===== config.mk =====
export PLATFORM = sky130hd
export DESIGN_NAME = img_fetch_engine
export DESIGN_NICKNAME = d
export VERILOG_FILES = /design/src/rtl/img_fetch_engine.sv
export SDC_FILE = /design/constraint.sdc
export NUM_CORES = 1
export LEC_CHECK = 0
export BUFFER_PORTS_ARGS = -buffer_cell sky130_fd_sc_hd__buf_2
export CAP_MARGIN = 20
export CORE_ASPECT_RATIO = 1.4
export CORE_MARGIN = 1.5
export CORE_UTILIZATION = 55
export DETAILED_ROUTE_END_ITERATION = 10
export MAX_ROUTING_LAYER = met4
export PLACE_DENSITY = 0.76
export SYNTH_ARGS = -nofsm -noshare
export SYNTH_HDL_FRONTEND = slang
export SYNTH_SLANG_ARGS = --single-unit

===== constraint.sdc =====
create_clock -name clk -period 4.8 [get_ports clk]
set_input_delay 1.2 -clock clk [delete_from_list [all_inputs] [get_ports clk]]
set_output_delay 1.2 -clock clk [all_outputs]
set_load 0.02 [all_outputs]

===== src/rtl/img_fetch_engine.sv =====
module img_fetch_engine #(
  parameter int ADDR_W = 18,
  parameter int DEPTH  = 4
) (
  input  logic              clk,
  input  logic              rst_n,
  input  logic              cpu_cs_n,
  input  logic              cpu_we,
  input  logic [1:0]        cpu_addr,
  output logic [7:0]        cpu_rdata,
  output logic              fetch_req,
  output logic [ADDR_W-1:0] fetch_addr,
  input  logic              fetch_strb,
  input  logic [14:0]       fetch_data
);
  localparam int PIX_W = 15;
  localparam int PW = (DEPTH > 1) ? $clog2(DEPTH) : 1;
  localparam int CW = $clog2(DEPTH + 1);
  localparam logic [1:0] REG_LO = 2'd0, REG_HI = 2'd1, REG_RESTART = 2'd2;

  logic [PIX_W-1:0] mem [DEPTH];
  logic [PW-1:0] wptr, rptr;
  logic [CW-1:0] cnt;
  logic cs_q, cyc_we, discard;
  logic [1:0] cyc_addr;

  always_ff @(posedge clk) begin
    if (!rst_n) begin
      cs_q <= 1'b1;
      cyc_we <= 1'b0;
      cyc_addr <= '0;
    end else begin
      cs_q <= cpu_cs_n;
      if (!cpu_cs_n) begin
        cyc_we <= cpu_we;
        cyc_addr <= cpu_addr;
      end
    end
  end

  wire cyc_end = !cs_q && cpu_cs_n;
  wire restart = cyc_end && cyc_we && (cyc_addr == REG_RESTART);
  wire pop     = cyc_end && !cyc_we && (cyc_addr == REG_HI) && (cnt != '0);
  wire push    = fetch_strb && fetch_req && !restart;

  always_ff @(posedge clk)
    if (push) mem[wptr] <= fetch_data;

  always_ff @(posedge clk) begin
    if (!rst_n) begin
      fetch_req <= 1'b0;
      fetch_addr <= '0;
      wptr <= '0;
      rptr <= '0;
      cnt <= '0;
      discard <= 1'b0;
    end else if (restart) begin
      fetch_addr <= '0;
      wptr <= '0;
      rptr <= '0;
      cnt <= '0;
      fetch_req <= 1'b0;
      discard <= (fetch_req || discard) && !fetch_strb;
    end else begin
      if (push) begin
        wptr <= (wptr == PW'(DEPTH - 1)) ? '0 : wptr + 1'b1;
        fetch_addr <= fetch_addr + 1'b1;
      end
      if (pop) rptr <= (rptr == PW'(DEPTH - 1)) ? '0 : rptr + 1'b1;
      if (push && !pop) cnt <= cnt + 1'b1;
      else if (pop && !push) cnt <= cnt - 1'b1;
      if (fetch_strb && discard) discard <= 1'b0;
      if (push) fetch_req <= 1'b0;
      else if (!fetch_req && !discard && cnt < CW'(DEPTH)) fetch_req <= 1'b1;
    end
  end

  wire [PIX_W-1:0] head = (cnt != '0) ? mem[rptr] : '0;
  assign cpu_rdata = (cpu_addr == REG_LO) ? head[7:0] :
                     (cpu_addr == REG_HI) ? {1'b0, head[14:8]} : 8'h00;
endmodule



# ---- Yosys cells after proc, flatten, opt, wreduce, memory -nomap -nowiden
# Memory sizes are Yosys's and may differ from the RTL's. A register that Yosys moved wholly into a read port is not among the register bits.
# Index checks and enable logic that the tools add are counted.
dict set report totals {
  ff_bits 31
  latchBits 0
  ram_bits 60
  rom_bits 0
  inputBits 22
  out_inout_bits 27
  wordCells 64
  n_memories 1
}
# memory words word_bits rd rd_ports_with_merged_regs write_ports line_no
set memory_table {}
lappend memory_table {mem 4 15 1 1 1 21} ;# logic [PIX_W-1:0] mem [DEPTH];
dict set report op_classes {
  n_addsub 5
  mul 0
  div 0
  n_lt_le_gt_ge 1
  n_eq_ne 5
  shifts 0
  muxes 13
  bitwise 1
  reduce_logical 29
}
# cell n
set op_table {}
lappend op_table {{$add 18x1->18 const B} 1}
lappend op_table {{$mux 15} 1}
lappend op_table {{$logic_and 1x1->1} 14}
lappend op_table {{$logic_not 1->1} 8}
lappend op_table {{$mux 2} 4}
lappend op_table {{$mux 8} 1}
lappend op_table {{$mux 7} 1}
lappend op_table {{$eq 2x2->1 const B} 3}
lappend op_table {{$mux 3} 2}
lappend op_table {{$add 2x1->2 const B} 2}
lappend op_table {{$eq 2x1->1 const B} 2}
lappend op_table {{$mux 1} 4}
lappend op_table {{$reduce_bool 2->1} 2}
lappend op_table {{$add 3x1->3 const B} 1}
lappend op_table {{$lt 3x3->1 const B} 1}
lappend op_table {{$reduce_bool 3->1} 1}
lappend op_table {{$reduce_or 3->1} 1}
lappend op_table {{$sub 3x1->3 const B} 1}
lappend op_table {{$logic_not 2->1} 1}
lappend op_table {{$reduce_or 2->1} 1}
lappend op_table {{$logic_or 1x1->1} 1}
lappend op_table {{$not 1->1} 1}

# ---- Depth between registers and ports, before layout
dict set report depth {
  depth_word 10
  ltp_mapped 10
  depth_no_buf 9
}

# ---- Least setup slack after synthesis
# No wires, ideal clock.
dict set report synth_timing {
  kind {input port to output port}
  startpoint {input cpu_addr[1]}
  endpoint {output cpu_rdata[7]}
  arrival_time_ps 2182
  required_ps 3600
  path_slack_ps 1418
  stages 3
  n_path_buf 1
  cell_sequence {or2_2 -> clkbuf_1 -> nor3b_1}
}
dict set report synth_via {
  elab_chain_cells 2
}
# element line_no
set synth_rtl {}
lappend synth_rtl {{start: declaration} 9} ;# input logic [1:0] cpu_addr,
lappend synth_rtl {{$logic_not 2->1} 79} ;# assign cpu_rdata = (cpu_addr == REG_LO) ? head[7:0] :
lappend synth_rtl {{$mux 8} 79}
lappend synth_rtl {{end: declaration} 10} ;# output logic [7:0] cpu_rdata,
# No other way between the ends.

# ---- Final worst setup path
# Same ends and word-level chain as after synthesis.

==> Implementation_results.wiki <==
{| class="wikitable"
! Metric !! Value
|-
| Result of the run || complete, no violations
|-
| Min-Delay Path Depth || 2
|-
| CTS tree || built
|-
| Adder-Cell Fraction of Synth Area || 0.02801
|-
| Top FF cell, synth || sky130_fd_sc_hd__edfxtp_1
|-
| Number of gates resized after CTS || 0
|-
| Data required, critical path || 3.60 ns
|-
| Sequential cell area fraction in the yosys report || 0.6410
|-
| Type of origin of the critical path || primary input
|-
| Maximum clock skew at final layout || 0.01207 ns
|-
| Top fanout value on the critical path || 8
|-
| Total global-route track usage || 0.2108
|-
| Cell count of the worst reg-to-reg path || 9
|-
| Drt first pass iters || 4
|-
| WS Path Type || in2out
|-
| CTS H-tree depth || 3
|-
| Area growth from synthesis to layout || 13.45%
|-
| Hold-critical path endpoint || fetch_addr[17]
|-
| Total setup violations reported at the end of the flow || 0
|-
| Async set-reset flop share out of synthesis || 0
|-
| Number of instances in the synthesized netlist || 272
|-
| Final hold violation count || 0
|-
| Post-layout nets || 352
|-
| Fraction of layout cells with a size suffix above 1 || 0.2599
|-
| Setup TNS after final layout || 0 ns
|-
| Longest Clk Path Bufs || 2
|-
| Combinational family with the most area after synthesis || multiplexers
|-
| Most frequent cell after synthesis || sky130_fd_sc_hd__edfxtp_1
|-
| Fin. max-slew vios || 0
|-
| VDD IR max || 0.1891 mV
|-
| Worst setup path startpoint || cpu_addr[1]
|-
| Area of the core || 6656 um2
|-
| Final-layout fill cell count || 539
|-
| Beginning of the worst register-to-register path || fetch_req
|-
| Number of flops mapped to enable cells by yosys || 60
|-
| Class of the most critical hold timing path || reg2reg
|-
| Xor and xnor fraction of the mapped netlist area || 0.01824
|-
| Synth Area in Simple Gates || 0.1186
|-
| DIE HEIGHT || 101.9 um
|-
| Core Rows || 35
|-
| Post-synth top area share || 0.4691
|-
| Slew Limit Headroom || 0.4586
|-
| Detailed placer's ending HPWL || 4.863 mm
|-
| Power Dens Cells || 334.8 nW/um2
|-
| Clock latency reported for the late side of the worst-skew pair || 0.36 ns
|-
| Netlist area before placement || 3841 um2
|-
| Wire length reported by the detailed router || 7.061 mm
|-
| Storage element area || 2462 um2
|-
| Area used by multi-input combinational logic || 1310 um2
|-
| Ratio of final minimum period to clock period || 0.6838
|-
| Synthesized area divided by synthesized cell count || 14.12 um2
|-
| Worst endpoint data arrival time || 2.08 ns
|-
| Vias per inst || 5.644
|-
| Most frequent cells after synthesis || sky130_fd_sc_hd__edfxtp_1 (60), sky130_fd_sc_hd__dfxtp_1 (33), sky130_fd_sc_hd__nor2_1 (19)
|-
| Hold buffer count at CTS || 0
|-
| Biggest area consumer among synthesized cells || sky130_fd_sc_hd__edfxtp_1
|-
| Die area || 7501 um2
|-
| Launch instance of the worst min-delay path || fetch_addr[17]
|-
| Iteration-0 DRC count of the detailed router || 130
|-
| Detailed-route DRC error count || 0
|-
| Number of top-level pins || 49
|-
| Synth area leaders || sky130_fd_sc_hd__edfxtp_1 (47%), sky130_fd_sc_hd__dfxtp_1 (17%), sky130_fd_sc_hd__mux4_2 (8.8%), sky130_fd_sc_hd__mux2i_1 (3.1%), sky130_fd_sc_hd__ha_1 (2.3%)
|-
| Post-CTS setup buffer count || 0
|-
| Minimum clock period || 3.282 ns
|-
| Number of maximum-capacitance violations || 0
|-
| Finished layout cell area || 4358 um2
|-
| Nets in the synthesized netlist || 302
|-
| Avg WL per Cell || 16.85 um
|-
| Clock slew at the register clock pins of the worst setup and hold paths || 0.09 ns
|-
| Pin count of the biggest net entering global routing || 22
|-
| Synthesized flop and latch total || 93
|-
| Vias in the first global route || 2354
|-
| Multiplexer share of the synthesized area || 0.1192
|-
| Via total after detailed routing || 2365
|-
| Buffers added on ports || 48
|-
| Placement-stage cell area || 4161 um2
|-
| Static Leakage || 1.553 nW
|-
| Number of clock sinks || 93
|-
| Worst R2R Setup Slack || 2.27 ns
|-
| Global-route wire length before repair || 11.27 mm
|-
| TritonCTS Buffers || 9
|-
| Horizontal die dimension || 73.63 um
|-
| Compound-Gate Fraction of Synth Area || 0.05700
|-
| Count of distinct cell types in the synthesized netlist || 41
|-
| Unrepaired setup endpoints after global routing || false
|-
| Fmax || 0.3047 GHz
|-
| Number of warnings printed during yosys synthesis || 0
|-
| Slew @ Worst Pin || 0.8121 ns
|-
| Overflow left after global routing || 0
|-
| Terminus of the critical flop-to-flop path || cnt[2]
|-
| Antenna violations before repair || 0
|-
| Routed Antenna Nets || 0
|-
| CTS root buf || sky130_fd_sc_hd__clkbuf_8
|-
| Critical path capture point type || output port
|-
| Starting density of the core || 0.5771
|-
| Final weighted congestion of routability-driven global placement || 0.8723
|-
| Final antenna diode count || 0
|}
through the flow:
stage               total power [W]  utilization  worst slack, ns  cells  hold WS [ns]
finish                     0.001459       0.6547            1.518    419        0.4927
global route               0.001511       0.6547            1.421    419        0.5038
CTS                        0.001468       0.6524            1.183    418        0.4857
detailed placement        0.0009935       0.6252            1.425    402        0.4746
global placement          0.0009893       0.6252            1.524    402        0.4699
floorplan                 0.0009565            -            1.418    272        0.4634
worst max-delay path by stage:
stage / slack (ns) / end
2_1_floorplan: 1.42 / cpu_rdata[7]
3_3_place_gp: 1.52 / cnt[2]
3_5_place_dp: 1.43 / cnt[2]
4_1_cts: 1.18 / cpu_rdata[1]
5_1_grt: 1.42 / cpu_rdata[1]
6_report: 1.52 / cpu_rdata[7]
cells by family (layout without fill, tap and decap cells):
group                    after synthesis  in the layout
AO/OA/AOI/OAI                         36             36
XOR/XNOR                               8              8
adder cells (fa/ha/maj)                8              8
buffers and inverters                 18             73
flip-flops                            93             93
multiplexers                          27             27
AND/OR/NAND/NOR                       82             82
per-layer routing:
layer	share of wire	wire length (um)	up-vias	GRT usage
li1	-	-	1136	-
met1	0.41	2907	1158	0.2373
met2	0.54	3784	63	0.3638
met3	0.038	268	8	0.03846
met4	0.014	99	0	0.08974
met5	0	0	-	-
state kept, by name, summed over array words and instances (netlist names), named ones only:
signal,cells
fetch_addr,18
fetch_req,1
rptr,2
cyc_we,1
cyc_addr,2
cs_q,1
wptr,2
discard,1
mem,60
cnt,3
power breakdown:
part           switching, W  internal [W]  leakage, nW
sequential        0.0000126      0.000868        0.811
clock              0.000289      0.000195       0.0881
combinational     0.0000552     0.0000378        0.654
critical path, stage by stage:
cell	delay, ns
sky130_fd_sc_hd__buf_2	0.11
sky130_fd_sc_hd__or2_2	0.38
sky130_fd_sc_hd__nor3b_1	0.20
sky130_fd_sc_hd__buf_2	0.19
layout make-up:
class / instances / share of cell area
clock buffers: 9 / 0.02842
inverters: 7 / 0.006029
well taps: 92 / 0.02641
clock inverters: 7 / 0.01321
flip-flops and latches: 93 / 0.5650
multi-input cells: 161 / 0.3006
repair buffers: 50 / 0.06029
layout by cell type, fill, tap and decap left out, drive strengths merged, types with 7 or more instances in the layout:
master,n
o21ai,8
buf,50
nand2,16
ha,7
a21oi,14
nor2,19
clkbuf,9
dfxtp,33
edfxtp,60
inv,10
mux2i,12
mux4,15
No activity file was read; power rests on OpenSTA's default activity.
